$ cat src/rtl/dafilt_pkg.sv
package dafilt_pkg;

    localparam logic [31:0] CRC_POLY = 32'h04C1_1DB7;
    localparam logic [31:0] CRC_SEED = 32'hFFFF_FFFF;

    typedef struct packed {
        logic promisc;
        logic bcast;
        logic mc_hash;
        logic uc_hash;
        logic exact;
    } mode_t;

    typedef struct packed {
        logic accept;
        logic hashed;
        logic hash_ok;
    } verdict_t;

    function automatic logic [31:0] crc_byte(input logic [31:0] c, input logic [7:0] d);
        logic [31:0] r;
        r = c;
        for (int i = 0; i < 8; i++) begin
            if (r[31] ^ d[i]) r = (r << 1) ^ CRC_POLY;
            else              r = r << 1;
        end
        return r;
    endfunction

endpackage

$ cat src/rtl/dafilt_cfg.sv
module dafilt_cfg
    import dafilt_pkg::*;
#(
    parameter int ADDR_W = 48,
    parameter int TBL_W  = 64
) (
    input  logic              clk,
    input  logic              rst,
    input  logic              rx_enable,
    input  mode_t             mode_in,
    input  logic [ADDR_W-1:0] station_in,
    input  logic [TBL_W-1:0]  table_in,
    output mode_t             mode_q,
    output logic [ADDR_W-1:0] station_q,
    output logic [TBL_W-1:0]  table_q
);

    always_ff @(posedge clk) begin
        if (rst) begin
            mode_q    <= '0;
            station_q <= '0;
            table_q   <= '0;
        end else if (!rx_enable) begin
            mode_q    <= mode_in;
            station_q <= station_in;
            table_q   <= table_in;
        end
    end

    AST_CFG_FROZEN: assert property (@(posedge clk) disable iff (rst)
        rx_enable |=> ($stable(mode_q) && $stable(station_q) && $stable(table_q)));

endmodule

$ cat src/rtl/dafilt_capture.sv
module dafilt_capture
    import dafilt_pkg::*;
#(
    parameter int ADDR_BYTES = 6
) (
    input  logic                    clk,
    input  logic                    rst,
    input  logic                    rx_enable,
    input  logic                    da_valid,
    input  logic                    da_start,
    input  logic [7:0]              da_byte,
    output logic                    frame_start,
    output logic                    complete,
    output logic [ADDR_BYTES*8-1:0] da_full,
    output logic [31:0]             crc_full
);

    localparam int CNT_W = $clog2(ADDR_BYTES + 1);
    localparam logic [CNT_W-1:0] LAST = CNT_W'(ADDR_BYTES - 1);
    localparam logic [CNT_W-1:0] DONE = CNT_W'(ADDR_BYTES);

    logic [CNT_W-1:0]                cnt_q;
    logic [ADDR_BYTES-1:0][7:0]      da_q;
    logic [ADDR_BYTES-1:0][7:0]      da_n;
    logic [31:0]                     crc_q;
    logic [31:0]                     crc_base;
    logic                            take;
    logic                            in_frame;
    logic [CNT_W-1:0]                slot;

    assign take        = da_valid && rx_enable;
    assign frame_start = take && da_start;
    assign in_frame    = take && !da_start && (cnt_q != '0) && (cnt_q < DONE);
    assign slot        = frame_start ? '0 : cnt_q;
    assign crc_base    = frame_start ? CRC_SEED : crc_q;
    assign crc_full    = crc_byte(crc_base, da_byte);

    always_comb begin
        da_n = da_q;
        if (slot < DONE) da_n[slot] = da_byte;
    end

    assign da_full  = da_n;
    assign complete = (frame_start && (ADDR_BYTES == 1)) || (in_frame && (cnt_q == LAST));

    always_ff @(posedge clk) begin
        if (rst) begin
            cnt_q <= '0;
            crc_q <= CRC_SEED;
            da_q  <= '0;
        end else if (frame_start || in_frame) begin
            cnt_q <= slot + 1'b1;
            crc_q <= crc_full;
            da_q  <= da_n;
        end
    end

    AST_CNT_BOUND: assert property (@(posedge clk) disable iff (rst)
        cnt_q <= DONE);
    AST_IGNORE_DISABLED: assert property (@(posedge clk) disable iff (rst)
        !rx_enable |=> ($stable(cnt_q) && $stable(crc_q) && $stable(da_q)));

endmodule

$ cat src/rtl/dafilt_decide.sv
module dafilt_decide
    import dafilt_pkg::*;
#(
    parameter int ADDR_W    = 48,
    parameter int HASH_BITS = 6
) (
    input  logic                 clk,
    input  logic                 rst,
    input  logic                 frame_start,
    input  logic                 complete,
    input  logic [ADDR_W-1:0]    da,
    input  logic [31:0]          crc,
    input  mode_t                mode,
    input  logic [ADDR_W-1:0]    station,
    input  logic [(1<<HASH_BITS)-1:0] hash_table,
    output logic                 res_valid,
    output verdict_t             res,
    output logic [HASH_BITS-1:0] res_idx
);

    localparam int TBL_W = 1 << HASH_BITS;

    logic [HASH_BITS-1:0] idx;
    logic [TBL_W-1:0]     onehot;
    logic                 tbl_hit;
    logic                 is_group;
    logic                 is_bcast;
    logic                 is_self;
    logic                 hash_take;
    verdict_t             v;

    assign idx = crc[31 -: HASH_BITS];

    for (genvar g = 0; g < TBL_W; g++) begin : g_dec
        assign onehot[g] = (idx == HASH_BITS'(g));
    end

    assign tbl_hit   = |(onehot & hash_table);
    assign is_group  = da[0];
    assign is_bcast  = &da;
    assign is_self   = (da == station);
    assign hash_take = tbl_hit && ((mode.uc_hash && !is_group) || (mode.mc_hash && is_group));

    always_comb begin
        v.hashed  = tbl_hit;
        v.hash_ok = hash_take;
        v.accept  = mode.promisc
                 || (mode.exact && is_self)
                 || (mode.bcast && is_bcast)
                 || hash_take;
    end

    always_ff @(posedge clk) begin
        if (rst || frame_start) begin
            res_valid <= 1'b0;
            res       <= '0;
            res_idx   <= '0;
        end else if (complete) begin
            res_valid <= 1'b1;
            res       <= v;
            res_idx   <= hash_take ? idx : '0;
        end
    end

    AST_PROMISC_ACCEPT: assert property (@(posedge clk) disable iff (rst)
        (complete && mode.promisc) |=> (res_valid && res.accept));
    AST_NONE_REJECTS: assert property (@(posedge clk) disable iff (rst)
        (complete && mode == '0) |=> !res.accept);
    AST_OK_NEEDS_ACCEPT: assert property (@(posedge clk) disable iff (rst)
        res.hash_ok |-> (res.accept && res.hashed));
    AST_IDX_CLEAR: assert property (@(posedge clk) disable iff (rst)
        !res.hash_ok |-> (res_idx == '0));
    AST_RESULT_HOLD: assert property (@(posedge clk) disable iff (rst)
        (res_valid && !frame_start) |=> (res_valid && $stable(res) && $stable(res_idx)));

endmodule

$ cat src/rtl/eth_da_filter.sv
module eth_da_filter
    import dafilt_pkg::*;
#(
    parameter int ADDR_BYTES = 6,
    parameter int HASH_BITS  = 6
) (
    input  logic                         clk,
    input  logic                         rst,
    input  logic                         rx_enable,
    input  logic [4:0]                   cfg_mode,
    input  logic [ADDR_BYTES*8-1:0]      cfg_station,
    input  logic [(1<<HASH_BITS)-1:0]    cfg_table,
    input  logic                         da_valid,
    input  logic                         da_start,
    input  logic [7:0]                   da_byte,
    output logic                         res_valid,
    output logic                         res_accept,
    output logic                         res_hashed,
    output logic                         res_hash_ok,
    output logic [HASH_BITS-1:0]         res_hash_idx
);

    localparam int ADDR_W = ADDR_BYTES * 8;
    localparam int TBL_W  = 1 << HASH_BITS;

    mode_t             mode_q;
    logic [ADDR_W-1:0] station_q;
    logic [TBL_W-1:0]  table_q;
    logic              frame_start;
    logic              complete;
    logic [ADDR_W-1:0] da_full;
    logic [31:0]       crc_full;
    verdict_t          verdict;

    dafilt_cfg #(.ADDR_W(ADDR_W), .TBL_W(TBL_W)) cfg_i (
        .clk        (clk),
        .rst        (rst),
        .rx_enable  (rx_enable),
        .mode_in    (mode_t'(cfg_mode)),
        .station_in (cfg_station),
        .table_in   (cfg_table),
        .mode_q     (mode_q),
        .station_q  (station_q),
        .table_q    (table_q)
    );

    dafilt_capture #(.ADDR_BYTES(ADDR_BYTES)) cap_i (
        .clk         (clk),
        .rst         (rst),
        .rx_enable   (rx_enable),
        .da_valid    (da_valid),
        .da_start    (da_start),
        .da_byte     (da_byte),
        .frame_start (frame_start),
        .complete    (complete),
        .da_full     (da_full),
        .crc_full    (crc_full)
    );

    dafilt_decide #(.ADDR_W(ADDR_W), .HASH_BITS(HASH_BITS)) dec_i (
        .clk         (clk),
        .rst         (rst),
        .frame_start (frame_start),
        .complete    (complete),
        .da          (da_full),
        .crc         (crc_full),
        .mode        (mode_q),
        .station     (station_q),
        .hash_table  (table_q),
        .res_valid   (res_valid),
        .res         (verdict),
        .res_idx     (res_hash_idx)
    );

    assign res_accept  = verdict.accept;
    assign res_hashed  = verdict.hashed;
    assign res_hash_ok = verdict.hash_ok;

endmodule

$ cat config.mk
export PLATFORM = sky130hd
export DESIGN_NAME = eth_da_filter
export DESIGN_NICKNAME = d
export VERILOG_FILES = /design/src/rtl/dafilt_pkg.sv /design/src/rtl/dafilt_cfg.sv /design/src/rtl/dafilt_capture.sv /design/src/rtl/dafilt_decide.sv /design/src/rtl/eth_da_filter.sv
export SDC_FILE = /design/constraint.sdc
export NUM_CORES = 1
export LEC_CHECK = 0
export ABC_AREA = 0
export CAP_MARGIN = 20
export CORE_UTILIZATION = 40
export DETAILED_ROUTE_END_ITERATION = 10
export GPL_TIMING_DRIVEN = 0
export PLACE_DENSITY_LB_ADDON = 0.3
export SLEW_MARGIN = 10
export SYNTH_ARGS = -nofsm -noshare
export SYNTH_HDL_FRONTEND = slang
export SYNTH_SLANG_ARGS = --single-unit
$ cat constraint.sdc
create_clock -name clk -period 8.4 [get_ports clk]
set_input_delay 1.68 -clock clk [delete_from_list [all_inputs] [get_ports clk]]
set_output_delay 1.68 -clock clk [all_outputs]
set_load 0.02 [all_outputs]
Word level (Yosys, flattened, before mapping)
Index checks and enable logic that the tools add are counted.

Add/sub/neg operators: 1. Multiply operators: 0. Div/mod/pow operators: 0. $lt $le $gt $ge: 4. Equality and inequality tests: 65. Shift operators: 0. Multiplexer cells: 15. Bitwise operators: 17. Reduce and logical (&&, ||, !) cells: 24.

Operator list (number): 27-bit 2-to-1 mux (8); 6-bit equality test (second input constant) (32); 14-bit NOT (8); 6-bit by 5-bit equality test with 1-bit output (second input constant) (16); 64-bit AND (1); 64-bit OR reduction (1); 48-bit bitwise mux (1); 48-bit equality test (1); 6-bit by 4-bit equality test with 1-bit output (second input constant) (8); 48-bit 2-to-1 mux (1); 48-bit AND reduction (1); 32-bit 2-to-1 mux (1); 8-bit demux with 3-bit select (1); 6-bit by 3-bit equality test with 1-bit output (second input constant) (4); 6-bit by 2-bit equality test with 1-bit output (second input constant) (2); 1-bit logical AND (12); 8-bit 2-to-1 mux (1); 1-bit bitwise XOR (8); 6-bit by 1-bit equality test with 1-bit output (second input constant) (1); 6-bit zero test (1); 1-bit logical OR (6); 3-bit less-than comparator (second input constant) (2); 6-bit 2-to-1 mux (1); 3-bit by 4-bit less-than comparator with 1-bit output (second input constant) (1); 6 further kinds (7).

Register bits after elaboration: 210. Latch bits: 0. RAM bits: 0. Memory bits (read-only): 0. Input bits: 130. Logic and storage cells: 146. Memories kept: 0.

Logic depth before layout (Yosys ltp)
Word-level depth: 24. Mapped depth: 13.

Modules after synthesis
From an unflattened synthesis, not the netlist that was laid out.

Cell total of the unflattened synthesis: 1146. Area total of the unflattened synthesis: 10672.7 µm².

Modules (own cells, without submodules): dafilt_capture (instances 1, cells each 543, area each 4813.4 µm²); dafilt_cfg (instances 1, cells each 377, area each 4131.5 µm²); dafilt_decide (instances 1, cells each 226, area each 1727.9 µm²).

Worst setup path before layout
Ideal clock, no wire load.

Kind: input -> register. From: input da_valid. To: register dec_i.res[2] (netlist bit). Data arrival time: 4.450 ns. Required time: 8.320 ns. Slack: 3.870 ns. Stages on the path: 12. Buffers on the path: 2. Cells stage by stage: buf_6 > and3_1 > buf_2 > nor2_1 > mux2_2 > xor2_1 > nor4_1 > nand4_1 > or4_1 > nor4_1 > o21ai_0 > o211ai_1.

Longest elaborated chain between the ends: 19. Elaborated cells on any way between the ends: 119.

RTL lines: start: declaration (line eth_da_filter.sv:13) `input logic da_valid,`; 1-bit logical AND (*) (line dafilt_capture.sv:31) `assign take = da_valid && rx_enable;`; 1-bit logical AND (line dafilt_capture.sv:32) `assign frame_start = take && da_start;`; 32-bit 2-to-1 mux (line dafilt_capture.sv:35) `assign crc_base = frame_start ? CRC_SEED : crc_q;`; 27-bit 2-to-1 mux (3 in a row) (line dafilt_pkg.sv:24) `if (r[31] ^ d[i]) r = (r << 1) ^ CRC_POLY;`; 14-bit NOT (no source line); 27-bit 2-to-1 mux (line dafilt_pkg.sv:24); 14-bit NOT (no source line); 27-bit 2-to-1 mux (3 in a row) (line dafilt_pkg.sv:24); 14-bit NOT (no source line); 27-bit 2-to-1 mux (line dafilt_pkg.sv:24); 6-bit by 1-bit equality test with 1-bit output, or another cell as far along (line dafilt_decide.sv:35) `assign onehot[g] = (idx == HASH_BITS'(g));`; 64-bit AND (line dafilt_decide.sv:38) `assign tbl_hit = |(onehot & hash_table);`; 64-bit OR reduction (line dafilt_decide.sv:38); 1-bit logical AND (line dafilt_decide.sv:42) `assign hash_take = tbl_hit && ((mode.uc_hash && !is_group) || (mode.mc_hash && is_group));`; 1-bit logical OR (line dafilt_decide.sv:50) `|| hash_take;`; end signal: assignment (line dafilt_decide.sv:60) `res <= v;`; end: declaration (line dafilt_decide.sv:17) `output verdict_t res,`.

Mark *: on every way between the ends. The rest lies on a longest branch, timed or not. A chain may end at the register's enable or synchronous reset.

Worst setup path after layout
Same ends and word-level chain as after synthesis.

==> flow_summary_export.csv <==
group,metric,value,unit
critical_path,start_kind,"primary input",
clocking,cts_max_level,1,
synthesis,synthesis.instances,1191,
floorplan,start_util,0.407,
critical_path,required,8860,ps
route,drtPass1Iterations,5,
route,viasPerCell,5.34,
clocking,cts.clk_slew.worst_paths,60,ps
timing,tns,0,ps
synthesis,ys_types,64,
timing,worstMarginPinSlew,1140,ps
place,io_buffers,129,
timing,final_min_period_over_clock_period,0.599,
pwr,finalPower,2.81,mW
clocking,clockBufferDepth,3,
clocking,post_cts_buffers,0,
critical_path,cp_slowest_cell,"nor3b_1",
place,dpl_worst_slack,2950,ps
critical_path,crit_family,"simple AND/OR/NAND/NOR gates",
layout,final_nets,1477,
synthesis,syn-num-nets,1321,
critical_path,critPathMaxStageDelay,760,ps
synthesis,synth_edf_count,0,
clocking,numCtsBuffers,25,
place,dpl_cell_area,12300,sq um
pwr,seqPwrFrac,0.384,
synthesis,synth_area,10600,sq um
grt,antenna_found_initial,1,
worst_hold_path,hp-start,"dec_i.res_idx[3]",
route,num_vias,9085,
timing,rsz0062_at_grt,"false",
clocking,clock_latency,550,ps
floorplan,ioPinCount,140,
timing,maxSlewViolCount,0,
grt,grt_max_degree,14,
pwr,cellLeakagePower,5.08,nW
pwr,power_frac_clock,0.376,
timing,period_needed,5030,ps
timing,skew,18.2,ps
synthesis,ys_ff_latch,210,
synthesis,synth_top_area_cell,"dfxtp_1",
clocking,cts-resized-gates,0,
run,cap_violations,0,
timing,slew_headroom,0.237,
floorplan,die_w,165,um
synthesis,synth_top_area_frac,0.396,
clocking,hold_buffers,0,
timing,worst_slack,3370,ps
critical_path,critPathKind,"in -> reg",
grt,grt_first_pass_wirelength,47.7,mm
clocking,cts_tree,"yes",
critical_path,r2r_slack,4170,ps
route,wl_per_cell,18.1,um
grt,gr-total-overflow,0,
pwr,net-switching-power,0.862,mW
outcome,outcome,"complete, no violations",
route,postRouteAntennaNets,0,
layout,syn_to_final_growth,23.7,%
pwr,p_comb_frac,0.240,
grt,grt_usage,0.228,
critical_path,r2r_start,"cap_i.cnt_q[0]",
timing,whs,457,ps
critical_path,cp.arrival,5490,ps
synthesis,ys.warnings.count,0,
clocking,cts.root.buffer_cell,"clkbuf_16",
route,drt-initial-drc-count,755,
worst_hold_path,hold_class,"reg -> reg",
floorplan,die_h,165,um
route,drcViolationCount,0,
synthesis,synth_seq_area_share,0.396,
timing,setup_viol,0,
layout,finish.instance_area,13100,sq um
pwr,power_density,214,nW/um^2
timing,finalHoldViolCount,0,
floorplan,rows,59,
route,wl,30.9,mm
timing,fmax,199,MHz
synthesis,ys.flop_type,"dfxtp_1",
synthesis,synth_area_per_cell,8.91,sq um
synthesis,async_flop_share,0,
synthesis,synth_area_leaders,"dfxtp_1 (40%), mux2i_1 (15%), nor2_1 (6.8%)",
pwr,p_int,1.95,mW
critical_path,crit_chain,"buf_6 -> and3_1 -> buf_2 -> nor3b_1 -> clkbuf_1 -> mux2i_1 -> xnor2_1 -> nor4_1 -> nand4_1 -> nor4_1 -> o21ai_0 -> o211ai_1",
clocking,cts_sinks,210,
pwr,ir_drop,0.175,mV
layout,final_cell_mix,"dfxtp_1 (210), nor2_1 (191), mux2i_1 (162), clkdlybuf4s50_1 (129), nand2_1 (107)",
critical_path,crit_path_start,"da_valid",
place,dpl.hpwl,22.5,mm
critical_path,cp.buffers_inverters,3,
floorplan,core_area,26100,sq um
layout,drive_gt1_frac,0.0673,
critical_path,end_kind,"register",
critical_path,path_max_fanout,10,
place,gp_congestion,0.891,
critical_path,crit_top_cell,"nor4_1",
layout,layout_commonest_cell,"dfxtp_1",
floorplan,dieArea,27200,sq um
grt,grt_pass1_vias,8623,
pwr,swShare,0.307,
-- flip-flops by register name, summed over array words and instances, names as in the netlist --
signal,flops
cfg_i.table_q,64
cap_i.da_q,48
cfg_i.station_q,48
cap_i.crc_q,32
dec_i.res_idx,6
cfg_i.mode_q,5
cap_i.cnt_q,3
dec_i.res,3
dec_i.res_valid,1
-- kinds of logic after synthesis --
kind of cell    synth area share
mux                        0.154
flops                      0.396
xor+xnor                   0.119
compound gates             0.114
simple gates               0.176
buf+inv                   0.0401
-- power groups by stage --
stage	Sequential (mW)	Combinational [mW]	Clock (mW)
floorplan	1.09	0.471	0
global placement	1.10	0.664	0
detailed placement	1.10	0.667	0
CTS	1.08	0.671	1.07
global route	1.08	0.728	1.11
finish	1.08	0.675	1.06
-- final timing paths --
check | endpoint | cells after the start
worst max register to register | dec_i.res[2] | 11
worst min-delay path | dec_i.res_idx[3] | 2
worst min register to register | dec_i.res_idx[3] | 2
worst max-delay path | dec_i.res[2] | 12
-- metrics by stage --
step	std cells	utilization
after global routing	1701	0.503
final	1702	0.503
after detailed placement	1655	0.473
after global placement	1655	0.473
after floorplan	1191	-
after CTS	1701	0.503
-- cell type report --
type                       count  area (sq um)
sequential                   210          4200
antenna                        1          2.50
multi-input combinational    885          5980
buffer                        90           403
inverter                       6          22.5
timing repair buffer         129          1290
fill                        2428         12900
clock inverter                12           109
clock buffer                  34           689
tap                          335           419
-- cell usage after synthesis (13+ instances only) --
master,number
a21oi_1,75
mux2i_1,162
xor2_1,30
buf_1,21
xnor2_1,78
nand4_1,13
dfxtp_1,210
nand3_1,34
nor3_1,17
or2_2,15
a31oi_1,13
clkbuf_1,56
nand2_1,107
nor2_1,191
-- layer usage --
layer  global-route usage  share of wire  vias to the layer above
li1                     -              -                     4426
met1                0.318           0.46                     4299
met2                0.361           0.44                      323
met3               0.0412          0.076                       37
met4               0.0555          0.016                        0
met5                    0              0                        -
-- worst reg2reg max path, delay by kind of cell, from the launching register on --
| family | cells | cell delay [ps] |
|---|---|---|
| DFF | 1 | 300 |
| buffers and inverters | 2 | 750 |
| xor gates and xnor gates | 1 | 100 |
| and+or+nand+nor | 5 | 2350 |
| muxes | 1 | 350 |
| AOI/OAI and AO/OA | 2 | 270 |
No activity file was read; power rests on OpenSTA's default activity.
